$ cat src/rtl/mwseq_pkg.sv
package mwseq_pkg;

    localparam int WORD_W   = 32;
    localparam int CTL_W    = 6;

    localparam int B_CS     = 0;
    localparam int B_GPO    = 1;
    localparam int B_WEN    = 2;
    localparam int B_ACK    = 3;
    localparam int B_ADV    = 4;
    localparam int B_END    = 5;

    typedef enum logic [1:0] {
        S_IDLE = 2'd0,
        S_STEP = 2'd1,
        S_HOLD = 2'd2
    } seq_state_t;

    typedef struct packed {
        logic fin;
        logic adv;
        logic ack;
        logic wen;
        logic gpo;
        logic cs;
    } ctl_t;

    function automatic ctl_t decode_word(input logic [CTL_W-1:0] w);
        ctl_t c;
        c.cs  = w[B_CS];
        c.gpo = w[B_GPO];
        c.wen = w[B_WEN];
        c.ack = w[B_ACK];
        c.adv = w[B_ADV];
        c.fin = w[B_END];
        return c;
    endfunction

endpackage

$ cat src/rtl/mwseq_wordram.sv
module mwseq_wordram #(
    parameter int DEPTH  = 64,
    parameter int WIDTH  = 32,
    localparam int IDX_W = $clog2(DEPTH)
) (
    input  logic             clk,
    input  logic             wr_en_i,
    input  logic             allow_i,
    input  logic [IDX_W-1:0] wr_idx_i,
    input  logic [WIDTH-1:0] wr_data_i,
    input  logic [IDX_W-1:0] rd_idx_i,
    output logic [WIDTH-1:0] rd_data_o
);

    logic [WIDTH-1:0] mem [DEPTH];

    // Host port: writes land only when the sequencer reports idle.
    always_ff @(posedge clk) begin
        if (wr_en_i && allow_i) begin
            mem[wr_idx_i] <= wr_data_i;
        end
    end

    assign rd_data_o = mem[rd_idx_i];

endmodule

$ cat src/rtl/mwseq_waitsync.sv
module mwseq_waitsync #(
    parameter int STAGES = 2
) (
    input  logic clk,
    input  logic rst_n,
    input  logic wait_i,
    output logic wait_sync_o
);

    logic [STAGES-1:0] chain_q;

    always_ff @(posedge clk or negedge rst_n) begin
        if (!rst_n) begin
            chain_q <= '0;
        end else begin
            chain_q <= {chain_q[STAGES-2:0], wait_i};
        end
    end

    assign wait_sync_o = chain_q[STAGES-1];

    // the synchronised wait is the raw input delayed by two clocks
    a_r5_sync_delay: assert property (@(posedge clk) disable iff (!rst_n)
        ($past(rst_n, 1) && $past(rst_n, 2)) |-> (wait_sync_o == $past(wait_i, 2)));

endmodule

$ cat src/rtl/mwseq_fsm.sv
module mwseq_fsm
    import mwseq_pkg::*;
#(
    parameter int DEPTH   = 64,
    parameter int BURST_W = 4,
    localparam int IDX_W  = $clog2(DEPTH)
) (
    input  logic               clk,
    input  logic               rst_n,
    input  logic               start_i,
    input  logic [IDX_W-1:0]   base_i,
    input  logic [WORD_W-1:0]  word_i,
    input  logic               wait_raw_i,
    input  logic               wait_sync_i,
    output logic [IDX_W-1:0]   pc_o,
    output logic               idle_o,
    output logic               cs_o,
    output logic               gpo_o,
    output logic [BURST_W-1:0] burst_o,
    output logic               ta_o
);

    seq_state_t         state_q, state_d;
    logic [IDX_W-1:0]   pc_q, pc_d;
    logic [BURST_W-1:0] burst_q, burst_d;
    logic               ta_q, ta_d;

    ctl_t ctl;
    logic sync_mode;
    logic wait_seen;
    logic stall;
    logic unused_hi;

    assign ctl       = decode_word(word_i[CTL_W-1:0]);
    assign unused_hi = ^word_i[WORD_W-1:CTL_W];

    // Both flags set: raw wait, no synchroniser, early acknowledge.
    assign sync_mode = ctl.wen & ctl.ack;
    assign wait_seen = sync_mode ? wait_raw_i : wait_sync_i;
    assign stall     = ctl.wen & wait_seen;

    // Next-state logic
    always_comb begin
        state_d = state_q;
        pc_d    = pc_q;
        burst_d = burst_q;
        ta_d    = 1'b0;
        unique case (state_q)
            S_IDLE: begin
                if (start_i) begin
                    state_d = S_STEP;
                    pc_d    = base_i;
                    burst_d = '0;
                end
            end
            S_STEP: begin
                if (ctl.adv) begin
                    burst_d = burst_q + BURST_W'(1);
                end
                if (stall) begin
                    state_d = S_HOLD;
                end else begin
                    ta_d = ctl.ack;
                    if (ctl.fin) begin
                        state_d = S_IDLE;
                    end else begin
                        pc_d = pc_q + IDX_W'(1);
                    end
                end
            end
            S_HOLD: begin
                if (!stall) begin
                    ta_d = ctl.ack;
                    if (ctl.fin) begin
                        state_d = S_IDLE;
                    end else begin
                        state_d = S_STEP;
                        pc_d    = pc_q + IDX_W'(1);
                    end
                end
            end
            default: state_d = S_IDLE;
        endcase
        if (ctl.fin && (state_q != S_IDLE) && !stall) begin
            state_d = S_IDLE;
        end else if ((state_q == S_HOLD) && !stall) begin
            state_d = S_STEP;
        end
    end

    // State register
    always_ff @(posedge clk or negedge rst_n) begin
        if (!rst_n) begin
            state_q <= S_IDLE;
            pc_q    <= '0;
            burst_q <= '0;
            ta_q    <= 1'b0;
        end else begin
            state_q <= state_d;
            pc_q    <= pc_d;
            burst_q <= burst_d;
            ta_q    <= ta_d;
        end
    end

    // Outputs
    always_comb begin
        idle_o  = (state_q == S_IDLE);
        cs_o    = !idle_o && ctl.cs;
        gpo_o   = !idle_o && ctl.gpo;
        burst_o = burst_q;
        ta_o    = ta_q;
        pc_o    = pc_q;
    end

    // start from idle selects the base word with a cleared counter
    a_r2_start_load: assert property (@(posedge clk) disable iff (!rst_n)
        (state_q == S_IDLE && start_i) |=>
            (state_q == S_STEP && pc_q == $past(base_i) && burst_q == '0));

    // a held word keeps its index
    a_r5_hold_index: assert property (@(posedge clk) disable iff (!rst_n)
        (state_q == S_HOLD && $past(state_q) == S_HOLD) |-> $stable(pc_q));

    // the burst counter does not move while a word stays stalled
    a_r7_burst_once: assert property (@(posedge clk) disable iff (!rst_n)
        (state_q == S_HOLD && $past(state_q) == S_HOLD) |-> $stable(burst_q));

    // an acknowledge pulse only follows an active clock
    a_r9_ta_source: assert property (@(posedge clk) disable iff (!rst_n)
        ta_o |-> ($past(state_q) != S_IDLE));

endmodule

$ cat src/rtl/mwseq_top.sv
module mwseq_top
    import mwseq_pkg::*;
#(
    parameter int DEPTH   = 64,
    parameter int BURST_W = 4,
    localparam int IDX_W  = $clog2(DEPTH)
) (
    input  logic               clk,
    input  logic               rst_n,
    input  logic               start_i,
    input  logic [IDX_W-1:0]   base_i,
    input  logic               wr_en_i,
    input  logic [IDX_W-1:0]   wr_idx_i,
    input  logic [WORD_W-1:0]  wr_data_i,
    input  logic               wait_i,
    output logic               cs_o,
    output logic               gpo_o,
    output logic [BURST_W-1:0] burst_addr_o,
    output logic               ta_o
);

    logic [IDX_W-1:0]  pc;
    logic [WORD_W-1:0] word;
    logic              idle;
    logic              wait_sync;

    mwseq_wordram #(.DEPTH(DEPTH), .WIDTH(WORD_W)) u_ram (
        .clk      (clk),
        .wr_en_i  (wr_en_i),
        .allow_i  (idle),
        .wr_idx_i (wr_idx_i),
        .wr_data_i(wr_data_i),
        .rd_idx_i (pc),
        .rd_data_o(word)
    );

    mwseq_waitsync #(.STAGES(2)) u_sync (
        .clk        (clk),
        .rst_n      (rst_n),
        .wait_i     (wait_i),
        .wait_sync_o(wait_sync)
    );

    mwseq_fsm #(.DEPTH(DEPTH), .BURST_W(BURST_W)) u_fsm (
        .clk        (clk),
        .rst_n      (rst_n),
        .start_i    (start_i),
        .base_i     (base_i),
        .word_i     (word),
        .wait_raw_i (wait_i),
        .wait_sync_i(wait_sync),
        .pc_o       (pc),
        .idle_o     (idle),
        .cs_o       (cs_o),
        .gpo_o      (gpo_o),
        .burst_o    (burst_addr_o),
        .ta_o       (ta_o)
    );

endmodule

$ cat config.mk
export PLATFORM = sky130hd
export DESIGN_NAME = mwseq_top
export DESIGN_NICKNAME = d
export VERILOG_FILES = /design/src/rtl/mwseq_pkg.sv /design/src/rtl/mwseq_wordram.sv /design/src/rtl/mwseq_waitsync.sv /design/src/rtl/mwseq_fsm.sv /design/src/rtl/mwseq_top.sv
export SDC_FILE = /design/constraint.sdc
export NUM_CORES = 1
export LEC_CHECK = 0
export ABC_AREA = 1
export BUFFER_PORTS_ARGS = -buffer_cell sky130_fd_sc_hd__buf_2
export CAP_MARGIN = 20
export CELL_PAD_IN_SITES_DETAIL_PLACEMENT = 0
export CELL_PAD_IN_SITES_GLOBAL_PLACEMENT = 1
export CORE_MARGIN = 5
export CORE_UTILIZATION = 51
export CTS_CLUSTER_DIAMETER = 200
export DETAILED_ROUTE_END_ITERATION = 10
export PLACE_DENSITY_LB_ADDON = 0.1
export SETUP_SLACK_MARGIN = 0.15
export SYNTH_ARGS = -nofsm -noshare
export SYNTH_HDL_FRONTEND = slang
export SYNTH_SLANG_ARGS = --single-unit
$ cat constraint.sdc
create_clock -name clk -period 2.72 [get_ports clk]
set_input_delay 0.544 -clock clk [delete_from_list [all_inputs] [get_ports clk]]
set_output_delay 0.544 -clock clk [all_outputs]
set_load 0.005 [all_outputs]
### Word level (Yosys, flattened, before mapping)

Memories as Yosys holds them, arrays and structs flattened.
Index checks and enable logic that the tools add are counted.

| storage, ports and cells | value |
|---|---|
| bits in read-only memories | 0 |
| memories | 1 |
| latch bits | 0 |
| logic and storage cells | 55 |
| register bits | 15 |
| output and inout port bits | 7 |
| bits in writable memories | 2048 |

Memories:

| memory | depth | width | read ports | clocked after Yosys merged registers in | write ports | line | source |
|---|---|---|---|---|---|---|---|
| u_ram.mem | 64 | 32 | 1 | 0 | 1 | mwseq_wordram.sv:15 | `logic [WIDTH-1:0] mem [DEPTH];` |

| cells by class | value |
|---|---|
| reductions and logical operators | 16 |
| muxes and demuxes | 20 |
| div/mod/pow operators | 0 |
| eq/ne operators | 9 |
| order comparisons | 0 |
| multipliers | 0 |
| bitwise logic cells | 2 |
| $add $sub $neg | 2 |
| shifts and indexed selects | 0 |

Operators with widths:

| cell | number |
|---|---|
| $mux W6 | 3 |
| $mux W2 | 6 |
| $pmux W6 S2 | 1 |
| $mux W4 | 2 |
| $pmux W4 S2 | 1 |
| $add A6 B1 Y6 const B | 1 |
| $logic_and A1 B1 Y1 | 6 |
| $mux W1 | 6 |
| $ne A2 B2 Y1 const B | 3 |
| $pmux W2 S3 | 1 |
| $reduce_and A3 Y1 | 2 |
| $reduce_bool A2 Y1 | 3 |
| $ne A5 B1 Y1 const B | 1 |
| $add A4 B1 Y4 const B | 1 |
| $ne A4 B2 Y1 const B | 1 |
| $ne A4 B4 Y1 const B | 1 |
| $reduce_and A4 Y1 | 1 |
| $and A1 B1 Y1 | 2 |
| $eq A2 B1 Y1 const B | 1 |
| $eq A2 B2 Y1 const B | 1 |
| $logic_not A1 Y1 | 2 |
| $logic_not A2 Y1 | 1 |
| $ne A2 B1 Y1 const B | 1 |
| $reduce_or A2 Y1 | 1 |

### Depth between registers and ports, before layout

An unclocked memory read counts as a cell.

| logic depth | value |
|---|---|
| depth in word-level cells | 8 |
| mapped depth | 19 |
| depth with buffers taken out | 16 |

### Modules after synthesis

From an unflattened synthesis, not the netlist that was laid out.

| unflattened totals | value |
|---|---|
| cells, all modules | 6877 |
| area, all modules | 83080.9 µm² |

By module, submodules not included:

| module | instances | cells an instance | area each (µm²) | seq. area each (µm²) |
|---|---|---|---|---|
| mwseq_wordram | 1 | 6742 | 82081.2 | 61499.0 |
| mwseq_fsm | 1 | 133 | 949.7 | 325.3 |
| mwseq_waitsync | 1 | 2 | 50.0 | 50.0 |

### Worst setup path after synthesis

No wires, ideal clock.

| timing path | value |
|---|---|
| kind | register to output |
| from | register u_fsm.pc_q[0] (netlist: u_fsm.pc_o[0]) |
| to | output gpo_o |
| data required time | 2176 ps |
| stages on the path, launching flop included | 13 |
| path buffers | 5 |
| path slack | 326 ps |
| arrival time | 1850 ps |
| cells stage by stage | dfrtp_1 -> buf_6 -> inv_4 -> buf_6 -> buf_6 -> buf_6 -> buf_2 -> nor2_1 -> o22ai_1 -> nor2_1 -> o22ai_1 -> nand2_1 -> a221oi_2 |

| on the way | value |
|---|---|
| cells in the longest elaborated chain, start to end | 2 |

Ends and longest elaborated chain:

| element | line | source |
|---|---|---|
| start: declaration | mwseq_fsm.sv:24 | `logic [IDX_W-1:0] pc_q, pc_d;` |
| start signal: assignment | mwseq_fsm.sv:100 | `pc_q <= pc_d;` |
| $mem_v2 Z64 W32 | -- |  |
| $logic_and A1 B1 Y1 | mwseq_fsm.sv:110 | `gpo_o = !idle_o && ctl.gpo;` |
| end: declaration | mwseq_top.sv:17 | `output logic gpo_o,` |

No other way between the ends.

### Final worst setup path

Ends and elaborated chain as after synthesis.

==> reports/results.md <==
| Group | Metric | This run |
|---|---|---|
| yosys | Post-synthesis instance total | 1393 |
| routing | Post-detailed-routing wire length | 43560 µm |
| flow run | Reported max-cap violation count | 0 |
| die | Area inside the core boundary | 32540 µm² |
| yosys | Most frequently used cell type in the post-synthesis netlist | edfxtp_1 |
| cts | Clock tree sinks | 399 |
| critical path | CP top delay family | compound AO/OA/AOI/OAI gates |
| routing | Length of the first detailed-routing pass in iterations | 5 |
| yosys | Number of nets produced by synthesis | 1448 |
| routing | Number of nets still failing antenna checks after routing | 0 |
| pwr | Share of power burned in combinational logic | 41.0% |
| cts | Maximum clock path buffer count | 3 |
| cts | Clock Tree Root | clkbuf_16 |
| die | Die span in x | 191.5 µm |
| yosys | Area share of the largest cell type after synthesis | 68.65% |
| yosys | List of most frequent post-synthesis cells | 384 x edfxtp_1, 263 x nor2_1, 173 x o21ai_0 |
| pwr | Reported net switching power | 7570 µW |
| yosys | Synth Flop Type | edfxtp_1 |
| critical path | Worst-path cell chain | buf_8 > buf_12 > buf_16 > nor2_1 > o22ai_1 > o21ai_1 > o22ai_2 > a21oi_2 > a221oi_4 > buf_2 |
| cells and area | Register area | 11910 µm² |
| pwr | Switching Share | 35.84% |
| critical path | Critical Path Start Type | flop |
| cells and area | Share of final-layout standard cells stronger than drive strength 1 | 18.12% |
| die | Row Count | 66 |
| pwr | Cell internal pwr | 13550 µW |
| routing | WL per Instance | 22.05 µm |
| status | Violations in the final reports | negative setup slack |
| timing | Skew final | 0.01954 ns |
| timing | Setup violations, final | 10 |
| timing | Final period utilization | 117.1% |
| cts | Clock latency at the later pin of the worst-skew pair | 0.55 ns |
| timing | Sum Neg Setup Slack | -2.066 ns |
| cells and area | Total number of nets in the final design | 1558 |
| cells and area | Antenna diodes | 0 |
| cts | Clock tree from TritonCTS | done |
| grt | Vias in the first global route | 11000 |
| critical path | Data required time at the worst endpoint | 2.18 ns |
| cells and area | Design area | 19960 µm² |
| placement | Routability-driven placement congestion ratio | 0.8316 |
| die | Area of the die | 36660 µm² |
| routing | Vias | 11190 |
| cells and area | Total of fill cells in the finished design | 2635 |
| yosys | Number of enable flip-flop cells after synthesis | 384 |
| timing | Tightest slew margin relative to the limit | 48.66% |
| grt | Initial antenna violation count | 0 |
| cts | Clock buffers created by TritonCTS | 41 |
| routing | Via density per instance | 5.660 |
| placement | Number of buffers inserted by port buffering | 29 |
| hold path | Hold WC Path Type | in2reg |
| grt | Maximum number of pins on one net before global-route repair | 53 |
| placement | Area after DPL | 17910 µm² |
| timing | Highest clock frequency the design can meet | 314.0 MHz |
| pwr | Power density normalized to cell area | 1058 nW/µm² |
| routing | DRC errors left | 0 |
| timing | Final Hold Violating Endpoints | 0 |
| cells and area | Core occupancy in the finished layout | 61.35% |
| cells and area | Signed area change from the synthesized netlist to the final layout | 18.84% |
| grt | Total grt overflow | 0 |
| yosys | Synth Cell Area | 16800 µm² |
| yosys | Number of distinct library cell variants in the gate-level netlist after synthesis | 37 |
| die | Ports placed on the boundary | 56 |
| yosys | Async set-reset flop share out of synthesis | 3.759% |
| pwr | Part of the total power dissipated in the clock network | 25.9% |
| die | Die Height | 191.5 µm |
| cts | H-Tree Level Count | 2 |
| critical path | Slowest library cell on the worst path | dfrtp_4 |
| critical path | Classification of the worst setup path | reg2out |
| timing | Final critical-path required period | 3.184 ns |
| timing | Transition at the pin with the smallest max-transition slack | 0.7672 ns |
| placement | # placed instances | 1874 |
| grt | Overall routing resource usage | 24.10% |
| placement | Detailed Place HPWL | 26610 µm |
| timing | Worst hold slack across all endpoints | 0.1486 ns |
| yosys | Sequential fraction of the synthesis area | 70.89% |
| yosys | Yosys warning count | 0 |
| pwr | Part of the total power dissipated in sequential elements | 33.1% |
| critical path | Crit path capture type | primary output |
| yosys | Most area-consuming cells after synthesis | edfxtp_1 69%, nor2_1 5.9%, o21ai_0 5.2%, nand3_1 3.5%, nand2_1 2.6% |
| yosys | Cell taking the most area after synthesis | edfxtp_1 |
| critical path | CP max FO | 7 |
| critical path | Crit path buffers/inverters | 4 |
| pwr | Peak VDD IR | 0.7115 mV |
| yosys | Flop and latch count out of synthesis | 399 |
| routing | First DRT Iteration DRCs | 904 |
| critical path | Data arrival at the endpoint of the critical path | 2.64 ns |
| critical path | Reg-to-reg slack, setup | -0.17 ns |
| cells and area | Non-Filler Instances | 1976 |
| status | Run status | finished with violations |
| die | Initial standard-cell utilization of the core | 51.62% |
| cts | Post-CTS clock slew at the launch and capture registers of the worst setup and hold paths | 0.06 ns |
| timing | Worst Slack Setup Final | -0.4643 ns |
| yosys | Average footprint of a synthesized cell | 12.06 µm² |
| critical path | Highest cell delay on the worst timing path | 0.51 ns |
| cells and area | Multi-input combinational cell area | 4254 µm² |
| timing | Setup repair after global routing missed its margin | true |
| grt | Wire length of the first global-routing pass | 66420 µm |
| timing | Pins Over Slew Limit | 0 |
| pwr | Leak | 0.007087 µW |
## cells in the final DEF (no fill, tap or decap), types with 12 or more instances in the layout
master	n
o22ai_1	49
o21ai_0	157
buf_12	19
dfrtp_1	12
nand3_1	112
nor2_1	259
buf_4	88
o211ai_1	15
inv_1	66
nand2_1	112
nand4_1	13
buf_2	29
nand2_2	12
clkbuf_16	43
o21ai_1	21
edfxtp_1	384
## worst reg2reg max path: cells and delay by family, from the launching register on
kind / cells / cell delay, ns
simple gates: 13 / 1.36
buf+inv: 6 / 0.88
flops: 1 / 0.55
## path summary, 6_finish.rpt
path                                             start                            to  depth (start not counted)
max                          u_fsm.pc_o[0]$_DFFE_PN0P_                         gpo_o                         10
min                                             wait_i   u_sync.chain_q[0]$_DFF_PN0_                          1
max reg2reg                  u_fsm.pc_o[0]$_DFFE_PN0P_  u_fsm.state_q[0]$_DFFE_PN0P_                         19
min reg2reg                u_sync.chain_q[0]$_DFF_PN0_   u_sync.chain_q[1]$_DFF_PN0_                          0
max in group asynchronous                        rst_n     u_fsm.pc_o[0]$_DFFE_PN0P_                          2
min in group asynchronous                        rst_n  u_fsm.burst_o[1]$_DFFE_PN0P_                          2
## final cells by class
| cell class | instances | share of cell area [%] |
|---|---|---|
| timing repair buffer | 156 | 8.243 |
| inverter | 69 | 1.423 |
| clock buffer | 52 | 5.548 |
| sequential | 399 | 59.68 |
| clock inverter | 22 | 1.022 |
| multi-input combinational | 836 | 21.31 |
| tap | 442 | 2.771 |
## kinds of logic after synthesis
kind of cell | synth area share [%]
and+or+nand+nor | 13.87
DFF | 70.89
AOI/OAI and AO/OA | 9.610
buffers and inverters | 4.917
adders and majority gates | 0.4469
xor gates and xnor gates | 0.2086
muxes | 0.05960
## power by group through the flow
stage / Sequential, µW / Clock, µW / Combinational (µW)
3_3_place_gp: 7090 / 0 / 7160
4_1_cts: 6980 / 5550 / 8420
2_1_floorplan: 7030 / 0 / 4730
6_report: 6990 / 5460 / 8670
5_1_grt: 7000 / 5830 / 9400
3_5_place_dp: 7090 / 0 / 7200
## metrics by stage
stage / setup slack [ns] / total power (µW)
6_report: -0.4643 / 21120
5_1_grt: -0.5577 / 22230
4_1_cts: -0.4744 / 20940
3_5_place_dp: -0.08392 / 14290
3_3_place_gp: -0.06487 / 14250
2_1_floorplan: 0.3257 / 11760
## per-layer routing
layer / track usage (%) / routed length [µm] / up-vias
met3: 3.068 / 2235 / 88
met2: 40.37 / 21560 / 358
met1: 32.91 / 18310 / 5476
met5: 0 / 0 / -
met4: 8.122 / 1460 / 0
li1: - / - / 5263
## state kept, by name, indices dropped and copies added, names as in the netlist
name	cells
u_sync.chain_q	2
u_fsm.burst_o	4
u_ram.mem	384
u_fsm.ta_o	1
u_fsm.pc_o	6
u_fsm.state_q	2
## timing repair
item                                    in CTS  in global routing
hold buffers                                 1                  0
pin swaps                                   13                 26
endpoints found under the hold margin       15                  0
buffers inserted                            15                  1
endpoints found under the setup margin      10                 15
gates resized for setup                     43                 33
gates cloned                                 9                  2
(Power assumes the default switching activity.)
